`src/rtl/ml_decoder_early.sv`:
```
module ml_decoder_early (
  input  logic        clk,
  input  logic        rst_n,
  input  logic        load,
  input  logic [14:0] code_in,
  output logic        busy,
  output logic        out_valid,
  output logic [6:0]  data_out,
  output logic        err_det
);
  localparam int N = 15;
  localparam int DET = 3;
  localparam logic [3:0] DET_END = 4'(DET - 1);
  localparam logic [3:0] LAST = 4'(N - 1);

  logic [N-1:0] sh;
  logic [3:0]   cnt;
  logic         run, err_seen;

  wire [3:0] chk = {^{sh[14], sh[0],  sh[2],  sh[6]},
                    ^{sh[14], sh[13], sh[1],  sh[5]},
                    ^{sh[14], sh[11], sh[12], sh[3]},
                    ^{sh[14], sh[7],  sh[8],  sh[10]}};
  wire any  = |chk;
  wire flip = (chk[0] & chk[1] & (chk[2] | chk[3])) |
              (chk[2] & chk[3] & (chk[0] | chk[1]));
  wire [N-1:0] nxt = {sh[N-2:0], sh[N-1] ^ flip};
  wire early = (cnt == DET_END) && !err_seen && !any;
  wire last  = (cnt == LAST);

  assign busy = run;

  always_ff @(posedge clk) begin
    if (!rst_n) begin
      sh <= '0; cnt <= '0; run <= 1'b0; err_seen <= 1'b0;
      out_valid <= 1'b0; data_out <= '0; err_det <= 1'b0;
    end else begin
      out_valid <= 1'b0;
      if (!run) begin
        if (load) begin
          sh <= code_in; cnt <= '0; run <= 1'b1; err_seen <= 1'b0;
        end
      end else begin
        sh <= nxt;
        cnt <= cnt + 4'd1;
        err_seen <= err_seen | any;
        if (early) begin
          run <= 1'b0; out_valid <= 1'b1; err_det <= 1'b0;
          data_out <= {nxt[2:0], nxt[14:11]};
        end else if (last) begin
          run <= 1'b0; out_valid <= 1'b1; err_det <= err_seen | any;
          data_out <= nxt[14:8];
        end
      end
    end
  end

  logic [4:0] run_len;
  always_ff @(posedge clk) begin
    if (!rst_n) run_len <= '0;
    else if (load && !run) run_len <= '0;
    else if (run) run_len <= run_len + 5'd1;
  end

  p_start_r2: assert property (@(posedge clk) disable iff (!rst_n)
    load && !busy |=> busy);
  p_latency_r3_r4: assert property (@(posedge clk) disable iff (!rst_n)
    out_valid |-> (run_len == 5'd3 && !err_det) || (run_len == 5'd15 && err_det));
  p_end_valid_r4: assert property (@(posedge clk) disable iff (!rst_n)
    $fell(busy) |-> out_valid);
  p_pulse_r8: assert property (@(posedge clk) disable iff (!rst_n)
    out_valid |=> !out_valid);
  p_hold_r8: assert property (@(posedge clk) disable iff (!rst_n)
    !out_valid |-> $stable(data_out) && $stable(err_det));
endmodule

```
`config.mk`:
```
export PLATFORM = sky130hd
export DESIGN_NAME = ml_decoder_early
export DESIGN_NICKNAME = d
export VERILOG_FILES = /design/src/rtl/ml_decoder_early.sv
export SDC_FILE = /design/constraint.sdc
export NUM_CORES = 1
export LEC_CHECK = 0
export BUFFER_PORTS_ARGS = -buffer_cell sky130_fd_sc_hd__buf_2
export CORE_UTILIZATION = 54
export CTS_CLUSTER_DIAMETER = 40
export DETAILED_ROUTE_END_ITERATION = 7
export PLACE_DENSITY = 0.87
export SLEW_MARGIN = 15
export SYNTH_ARGS = -nofsm -noshare
export SYNTH_HDL_FRONTEND = slang
export SYNTH_SLANG_ARGS = --single-unit
```
`constraint.sdc`:
```
create_clock -name clk -period 2.3 [get_ports clk]
set_input_delay 0.115 -clock clk [delete_from_list [all_inputs] [get_ports clk]]
set_output_delay 0.115 -clock clk [all_outputs]
set_load 0.005 [all_outputs]
```
======== Word level (Yosys, flattened, before mapping) ========
Index checks and enable logic that the tools add are counted.
W data, S select, Z words.
word-level totals
  bits in registers ....................... 30
  bits of input ports ..................... 18
  output and inout bits ................... 10
  word-level logic and storage cells ...... 48
cells by class
  $add $sub $neg .......................... 1
  equal/unequal tests ..................... 2
  muxes and demuxes ....................... 16
  bitwise gates (word level) .............. 9
  reductions and logical operators ........ 13
operator list
  kind                   number
  $mux W15               2
  $reduce_xor A4 Y1      4
  $mux W7                2
  $mux W1                10
  $mux W4                2
  $add A4 B1 Y4 const B  1
  $and A1 B1 Y1          4
  $eq A4 B2 Y1 const B   1
  $eq A4 B4 Y1 const B   1
  $or A1 B1 Y1           4
  $reduce_and A2 Y1      2
  $reduce_bool A2 Y1     2
  $reduce_or A4 Y1       1
  $logic_and A1 B1 Y1    2
  $logic_not A1 Y1       2
  $xor A1 B1 Y1          1

======== Longest topological paths before layout ========
Gate-level depths: netlist of the first run.
  depth in word-level cells ............... 6
  depth in mapped cells ................... 7
  gate-level depth less buffers ........... 7

======== Worst setup path after synthesis of the first run ========
No wires, ideal clock.
  path type ............................... register to register
  start ................................... register sh[14]
  end ..................................... register data_out[4]
  setup time .............................. 131 ps
  data arrival time ....................... 1500 ps
  required time ........................... 2169 ps
  path slack .............................. 670 ps
  stages on the path, launching flop included .. 8
  path buffers ............................ 1
  period minus slack after synthesis ...... 1630 ps
  cells stage by stage .................... dfxtp_1 > buf_4 > xor2_1 > xnor2_1 > nor3_4 > nand4_2 > a21boi_4 > o221ai_2
between the ends
  longest elaborated chain between the ends .. 6
  elaborated cells on any way between the ends .. 18
  classes of those cells .................. mux (1); bitwise (8); reduce/logical (9)
ends and longest elaborated chain
  what                                                 RTL line  RTL
  from (decl)                                          16        logic [N-1:0] sh;
  from (signal assigned)                               44        sh <= nxt;
  $reduce_xor A4 Y1, on equally long branches          n/a
  $and A1 B1 Y1 (tied with other cells) (2 in series)  25        wire flip = (chk[0] & chk[1] & (chk[2] | chk[3])) |
  $or A1 B1 Y1 or $logic_and A1 B1 Y1 (tied branches)  25, 28
  $xor A1 B1 Y1 or $reduce_bool A2 Y1 (tied branches)  n/a
  $mux W7 or $reduce_and A2 Y1 (tied branches)         n/a
  to (signal assigned)                                 49        data_out <= {nxt[2:0], nxt[14:11]};
  to (signal assigned)                                 52        data_out <= nxt[14:8];
  to (decl)                                            8         output logic [6:0] data_out,
Parallel ways exist; a longest one is shown, timed or not.
A chain may end at the register's enable or synchronous reset.

======== Worst setup path in the final report of the first run ========
  start ................................... register sh[14]
  end ..................................... register data_out[1]
between the ends
  longest elaborated chain between the ends .. 6
  elaborated cells on any way between the ends .. 10
  classes of those cells .................. mux (1); reduce/logical (9)
ends and longest elaborated chain
  what                                         RTL line  RTL
  $reduce_xor A4 Y1, on equally long branches  n/a
  $reduce_or A4 Y1 (*)                         24        wire any = |chk;
  $logic_not A1 Y1 (*)                         28        wire early = (cnt == DET_END) && !err_seen && !any;
  $logic_and A1 B1 Y1 (*)                      28
  $reduce_bool A2 Y1 (no line)                 n/a
  $reduce_and A2 Y1 (no line)                  n/a
Mark *: on every way between the ends. The rest lies on a longest branch, timed or not.

==> key figures, run 1 <==
Outcome
  – Status: complete, no violations

Die
  – IO Pins: 28
  – Die Span Y: 55.7 um
  – Starting utilization of the core area: 0.570
  – CORE AREA: 2730 um2
  – Num rows: 19
  – Die Area: 3110 um2
  – Die Wd: 55.7 um

Pwr
  – Total power: 1.09 mW
  – Areal power density over the cells: just over 600 nW/um2
  – Static leakage power: between 0.8 and 0.9 nW
  – Worst ir drop on vdd: around 0.59 mV

Synth
  – Primary FF master, synth: sky130_fd_sc_hd__dfxtp_1
  – Share of the yosys chip area belonging to registers: 0.385
  – Post-synthesis sequential element count: 30
  – Asr flop ratio synth: 0
  – Number of enable flip-flop cells after synthesis: 0
  – Unique masters post-synth: 31
  – Mean cell area of the mapped netlist: 9.01 um2
  – Gate count after technology mapping: about 170
  – Net count after synthesis: 193
  – Yosys Warn Count: 0
  – Summed instance area of the synthesized netlist: roughly 1600 um2

Route
  – Detailed-router iteration count before antenna repair: 4
  – Post-route met1 wirelength: 1.37 mm
  – Routed wire length: a little under 3 mm
  – Via density per instance: ~5.3
  – Top metal layer carrying routed signals: met4
  – Met3 routed WL: 126 um
  – Post-detailed-route wirelength per cell: 12.5 um
  – Initial drt markers: 28
  – DRC violation count after routing: 0
  – Number of vias after detailed routing: 1,227
  – Number of nets with antenna violations after routing: 0
  – Met2 wirelength from detailed routing: 1.35 mm

Cells and area
  – Net count, final: 219
  – Fraction of layout instances using a drive strength above 1: 0.220
  – Final design utilization: 0.644
  – Number of cells in the finished layout apart from fillers: 231
  – Final design instance area without fill: 1760 um2
  – Antenna Cells: 0
  – Synth-to-Final Area Change: 12.9%

STA
  – Worst clock skew on the final layout: 0.00526 ns
  – Setup_tns: 0 ns
  – Final Slew Violations: 0
  – Endpoints failing hold: 0
  – Max-Slew Margin vs Limit: 0.677
  – Worst setup margin: 0.457 ns
  – Setup violators final: 0
  – Hold_ws: ~0.17 ns
  – Period utilization: 0.801
  – Setup repair after global routing missed its margin: no
  – Transition time of the tightest slew-check pin: 0.484 ns
  – Post-layout minimum cycle time: ~1.8 ns
  – Highest clock rate: 0.543 GHz

GRT
  – Global-route usage over all layers: 0.210
  – Vias in the first global route: 1,177
  – Maximum number of pins on one net before global-route repair: 37
  – Congestion Overflow GR: 0
  – First-pass GRT wire length: 5.11 mm
  – Number of antenna violations at the first check in global routing: 0

Setup path
  – Crit path DAT: 2.06 ns
  – Data required time of the critical path: ~2.5 ns
  – Maximum net fanout on the critical path: 7
  – Classification of the worst setup path: reg2reg
  – Worst-case reg-to-reg path depth: 6
  – Worst setup EP type: flip-flop
  – CP startpoint kind: flip-flop

Clock tree
  – Buffer levels on the longest clock path: 2
  – CTS Root Buffer Type: sky130_fd_sc_hd__clkbuf_4
  – Number of instances resized during post-cts repair: 0
  – Clock sink count: 30
  – CTS tree: done
  – Clock slew at reported path FFs: 0.09 ns
  – Setup repair bufs after CTS: 0
  – Total CTS buffers: 5
  – Post-CTS Hold Fix Bufs: 0
  – Clock insertion delay at the later pin of the skew report: between 0.3 and 0.4 ns
  – H-tree depth reported by CTS: 2

Placement
  – Post-DP HPWL: 2.09 mm
  – Weighted congestion reported at the end of routability-driven placement: 0.757
  – Placed Instances: between 200 and 250
  – Cell area after placement: 1700 um2
  – Number of buffer cells added on primary ports: 27
  – Worst Setup Slack post-DPL: 0.498 ns

Min path
  – Worst min-delay path class: in2reg
  – Hold Path Depth: 4

Run
  – Max-Cap Viols: 0
## critical path, cell delays in order, from the launching register on
cell                      delay (ns)
sky130_fd_sc_hd__dfxtp_1        0.51
sky130_fd_sc_hd__xor2_1         0.22
sky130_fd_sc_hd__xnor2_1        0.16
sky130_fd_sc_hd__nor3_4         0.31
sky130_fd_sc_hd__nand4_4        0.22
sky130_fd_sc_hd__mux2i_1        0.24
sky130_fd_sc_hd__o21ai_1        0.08
## placed cells by master (no fill, tap or decap), types with 4 or more instances in the layout
cell,synthesis,routed
sky130_fd_sc_hd__o21ai_1,7,7
sky130_fd_sc_hd__nand2_1,26,26
sky130_fd_sc_hd__and2_1,15,15
sky130_fd_sc_hd__mux2i_1,21,21
sky130_fd_sc_hd__xnor2_1,10,10
sky130_fd_sc_hd__xor2_1,4,4
sky130_fd_sc_hd__o21ai_0,19,19
sky130_fd_sc_hd__buf_2,2,27
sky130_fd_sc_hd__clkbuf_4,0,5
sky130_fd_sc_hd__nor2b_1,6,6
sky130_fd_sc_hd__dfxtp_1,30,30
## Yosys cell counts, types with 3 or more instances
master	count	area, um2
sky130_fd_sc_hd__clkbuf_1	6	22.5
sky130_fd_sc_hd__nor2_1	3	11.3
sky130_fd_sc_hd__nand2_1	26	97.6
sky130_fd_sc_hd__nor2b_1	6	37.5
sky130_fd_sc_hd__inv_1	3	11.3
sky130_fd_sc_hd__and2_1	15	93.8
sky130_fd_sc_hd__mux2i_1	21	210
sky130_fd_sc_hd__xor2_1	4	35.0
sky130_fd_sc_hd__o21ai_1	7	35.0
sky130_fd_sc_hd__o21ai_0	19	95.1
sky130_fd_sc_hd__dfxtp_1	30	601
sky130_fd_sc_hd__xnor2_1	10	87.6
## kinds of logic (layout without fill, tap and decap cells)
group                    Yosys count  after routing  synth area share
multiplexers                      22             22             0.142
flip-flops                        30             30             0.385
AO/OA/AOI/OAI                     33             33             0.129
XOR/XNOR                          14             14            0.0786
AND/OR/NAND/NOR                   60             60             0.216
adder cells (fa/ha/maj)            2              2            0.0160
buffers and inverters             12             39            0.0329
## report_power, final
| group | switching [mW] | internal [mW] | total [mW] |
|---|---|---|---|
| sequential | 0.0305 | 0.542 | 0.573 |
| combinational | 0.111 | 0.0894 | 0.201 |
| clock | 0.171 | 0.148 | 0.319 |
## layout make-up
class | instances | area [um2]
fill | 222 | 973
multi-input combinational | 131 | 907
sequential | 30 | 601
timing repair buffer | 28 | 143
clock buffer | 7 | 55.1
tap | 31 | 38.8
inverter | 3 | 11.3
clock inverter | 1 | 5.00
## sequential cells by signal (all words and copies together), names as in the netlist
| register | flops |
|---|---|
| sh | 15 |
| data_out | 7 |
| cnt | 4 |
| busy | 1 |
| err_det | 1 |
| err_seen | 1 |
| out_valid | 1 |
## final timing paths
| check | endpoint | from | slack [ns] |
|---|---|---|---|
| min | sh[6]$_SDFFE_PN0P_ | code_in[6] | 0.17 |
| max reg2reg | data_out[1]$_SDFFE_PN0P_ | sh[14]$_SDFFE_PN0P_ | 0.46 |
| min reg2reg | err_det$_SDFFE_PN0P_ | err_det$_SDFFE_PN0P_ | 0.45 |
| max | data_out[1]$_SDFFE_PN0P_ | sh[14]$_SDFFE_PN0P_ | 0.46 |
## routing by layer
metal | global-route usage | vias up
met5 | 0 | -
met4 | 0.104 | 0
met3 | 0.0581 | 6
met2 | 0.329 | 31
met1 | 0.266 | 558
li1 | - | 632
No activity file was read; power rests on OpenSTA's default activity.
==> run 2, diff against run 1 <==
==> constraint.sdc (replaced) <==
create_clock -name clk -period 1.7 [get_ports clk]
set_input_delay 0.085 -clock clk [delete_from_list [all_inputs] [get_ports clk]]
set_output_delay 0.085 -clock clk [all_outputs]
set_load 0.005 [all_outputs]
==> run 2 against run 1 <==
The run now ends with negative setup slack left. Die area stayed put. Worst hold slack got worse by 0.037 ns. Final cell count rose by 7.8%. Non-clock buffer count up 19. Routed wire length increased by 21%. Global-route usage rose by 2.0 points. Combinational power increased by 100%. Sequential share of layout area is 3.4 points lower. Critical endpoint is now data_out[4]$_SDFFE_PN0P_. Highest routed layer unchanged.
==> key figures, run 2 (same netlist as run 1, synthesis figures left out) <==
Min path
  – Start point of the worst hold path: code_in[4]
  – Min-Delay Endpoint: sh[4]$_SDFFE_PN0P_
  – Worst min-delay path class: in2reg
  – Hold Path Depth: 4 (unchanged)

STA
  – Period utilization: 1.04 (+0.234)
  – Final Slew Violations: 0 (unchanged)
  – Highest clock rate: 0.568 GHz (+4.7%)
  – Transition time of the tightest slew-check pin: 0.456 ns (-0.0276 ns)
  – Worst clock skew on the final layout: 0.00578 ns (+0.000519 ns)
  – Post-layout minimum cycle time: 1.76 ns (-0.0826 ns)
  – Setup violators final: 8 (+8)
  – Endpoints failing hold: 0 (unchanged)
  – Setup repair after global routing missed its margin: yes
  – Max-Slew Margin vs Limit: 0.696 (+0.0184)
  – Worst setup margin: -0.0603 ns (-0.517 ns)

Clock tree
  – Clock insertion delay at the later pin of the skew report: 0.34 ns (+0.02 ns)
  – CTS Root Buffer Type: sky130_fd_sc_hd__clkbuf_4
  – Clock slew at reported path FFs: 0.09 ns (about the same)
  – Buffer levels on the longest clock path: 2 (unchanged)
  – CTS tree: done
  – Clock sink count: 30 (unchanged)
  – H-tree depth reported by CTS: 2 (unchanged)
  – Total CTS buffers: 5 (unchanged)

Cells and area
  – Antenna Cells: 0 (unchanged)
  – Commonest cells after routing, fill and taps aside: sky130_fd_sc_hd__buf_2, sky130_fd_sc_hd__nand2_1, sky130_fd_sc_hd__dfxtp_1
  – Final design instance area without fill: 1980 um2 (+12%)
  – Number of flip-flops in the largest register: 15 (unchanged)
  – Fraction of layout instances using a drive strength above 1: 0.344 (+0.124)
  – Area of the multi-input gates: 990 um2 (+9.1%)
  – Most common cell after layout, fill and taps aside: sky130_fd_sc_hd__buf_2
  – Storage element area: 608 um2 (+1.2%)
  – Layout fillers: 189 (-15%)
  – Register with the highest flop count: sh
  – Net count, final: 238 (+8.7%)
  – Synth-to-Final Area Change: 26.9%
  – Largest registers: sh: 15 flops, data_out: 7 flops, cnt: 4 flops

Setup path
  – Launching point of the worst reg2reg path: sh[14]$_SDFFE_PN0P_
  – Data required time of the critical path: 1.92 ns (-0.59 ns)
  – CP startpoint kind: flip-flop
  – Worst-case reg-to-reg path depth: 7 (+1)
  – Classification of the worst setup path: reg2reg
  – R2R Path End: data_out[4]$_SDFFE_PN0P_
  – Crit path DAT: 1.98 ns (-0.08 ns)
  – Worst reg-to-reg setup slack: -0.06 ns (-0.52 ns)
  – Worst setup EP type: flip-flop
  – Maximum net fanout on the critical path: 9 (+2)

Outcome
  – Status: complete, but fails checks
  – Failing checks: negative setup slack

Pwr
  – Static leakage power: 0.912 nW (+13%)
  – Areal power density over the cells: 787 nW/um2 (+27%)
  – Worst ir drop on vdd: 0.672 mV (+15%)
  – Total power: 1.56 mW (+43%)

Die
  – CORE AREA: 2730 um2 (unchanged)
  – Die Wd: 55.7 um (unchanged)
  – Die Area: 3110 um2 (unchanged)
  – Die Span Y: 55.7 um (unchanged)
  – Starting utilization of the core area: 0.570 (unchanged)
  – Num rows: 19 (unchanged)
  – IO Pins: 28 (unchanged)

GRT
  – Maximum number of pins on one net before global-route repair: 32 (-14%)
  – First-pass GRT wire length: 5.48 mm (+7.2%)
  – Congestion Overflow GR: 0 (unchanged)
  – Number of antenna violations at the first check in global routing: 0 (unchanged)
  – Vias in the first global route: 1,262 (+7.2%)
  – Global-route usage over all layers: 0.231 (+0.0205)

Route
  – DRC violation count after routing: 0 (unchanged)
  – Post-detailed-route wirelength per cell: 14.0 um (+12%)
  – Number of nets with antenna violations after routing: 0 (unchanged)
  – Routed wire length: 3.50 mm (+21%)
  – Detailed-router iteration count before antenna repair: 4 (unchanged)
  – Via density per instance: 5.24 (-1.4%)
  – Number of vias after detailed routing: 1,304 (+6.3%)
  – Initial drt markers: 17 (-39%)

Placement
  – Cell area after placement: 1820 um2 (+7.1%)
  – Post-DP HPWL: 2.30 mm (+10%)
  – Weighted congestion reported at the end of routability-driven placement: 0.818 (+8.1%)
  – Number of buffer cells added on primary ports: 27 (unchanged)

Run
  – Max-Cap Viols: 0 (unchanged)
[run 2: cell count changes in the layout (fill, tap and decap cells not counted), moves of 3 or more]
| cell | previous run | this run |
|---|---|---|
| sky130_fd_sc_hd__xnor2_2 | 0 | 5 |
| sky130_fd_sc_hd__xor2_2 | 0 | 3 |
| sky130_fd_sc_hd__buf_4 | 1 | 20 |
| sky130_fd_sc_hd__xor2_1 | 4 | 0 |
| sky130_fd_sc_hd__dfxtp_2 | 0 | 3 |
| sky130_fd_sc_hd__dfxtp_1 | 30 | 26 |
| sky130_fd_sc_hd__xnor2_1 | 10 | 5 |
[run 2: routing by layer]
layer / global-route usage / vias to the layer above / share of wire
met5: 0 / - / 0
met4: 0.0786 / 0 / 0.022
met3: 0.0674 / 9 / 0.041
met2: 0.379 / 36 / 0.47
met1: 0.289 / 592 / 0.47
li1: - / 667 / -
[run 2: how the worst max path moves through the flow]
stage / startpoint / endpoint / slack [ns] / cells past startpoint
after floorplan: sh[14]$_SDFFE_PN0P_ / data_out[4]$_SDFFE_PN0P_ / 0.07 / 7
after global placement: sh[14]$_SDFFE_PN0P_ / data_out[5]$_SDFFE_PN0P_ / -0.03 / 6
after detailed placement: sh[14]$_SDFFE_PN0P_ / data_out[5]$_SDFFE_PN0P_ / -0.12 / 6
after CTS: sh[14]$_SDFFE_PN0P_ / data_out[5]$_SDFFE_PN0P_ / 0.001 / 6
after global routing: sh[14]$_SDFFE_PN0P_ / data_out[4]$_SDFFE_PN0P_ / -0.18 / 7
final: sh[14]$_SDFFE_PN0P_ / data_out[4]$_SDFFE_PN0P_ / -0.06 / 7
[run 2: stage by stage]
stage | utilization | setup TNS [ns] | hold WS, ns | setup WS, ns | instances
3_5_place_dp | 0.666 | -0.618 | 0.438 | -0.119 | 239
4_1_cts | 0.703 | 0 | 0.123 | 0.00145 | 248
6_report | 0.724 | -0.248 | 0.137 | -0.0603 | 249
3_3_place_gp | 0.666 | -0.0484 | 0.436 | -0.0300 | 239
2_1_floorplan | - | 0 | 0.221 | 0.0695 | 173
5_1_grt | 0.724 | -1.48 | 0.144 | -0.181 | 249
[run 2: critical path, cell delays in order (launching register included)]
cell                       delay [ns]
sky130_fd_sc_hd__dfxtp_4         0.40
sky130_fd_sc_hd__xor2_2          0.16
sky130_fd_sc_hd__xnor2_1         0.30
sky130_fd_sc_hd__nor2_2          0.12
sky130_fd_sc_hd__buf_4           0.15
sky130_fd_sc_hd__nand4_2         0.08
sky130_fd_sc_hd__a21boi_4        0.30
sky130_fd_sc_hd__o221ai_2        0.13
[run 2: cell type report]
type	instances	share of cell area
clock buffer	7	0.0228
multi-input combinational	131	0.500
tap	31	0.0196
timing repair buffer	47	0.144
inverter	3	0.00569
sequential	30	0.307
[run 2: power breakdown]
group	switching [mW]	internal [mW]	total (mW)
clock network	0.227	0.155	0.382
logic	0.201	0.200	0.401
registers	0.0404	0.734	0.775
total	0.468	1.09	1.56
[run 2: timing repair]
action / 4_1_cts / 5_1_grt
buffers inserted: 2 / 1
pin swaps: 4 / 7
endpoints found under the setup margin: 9 / 10
hold buffers: 0 / 0
resized for setup: 8 / 8
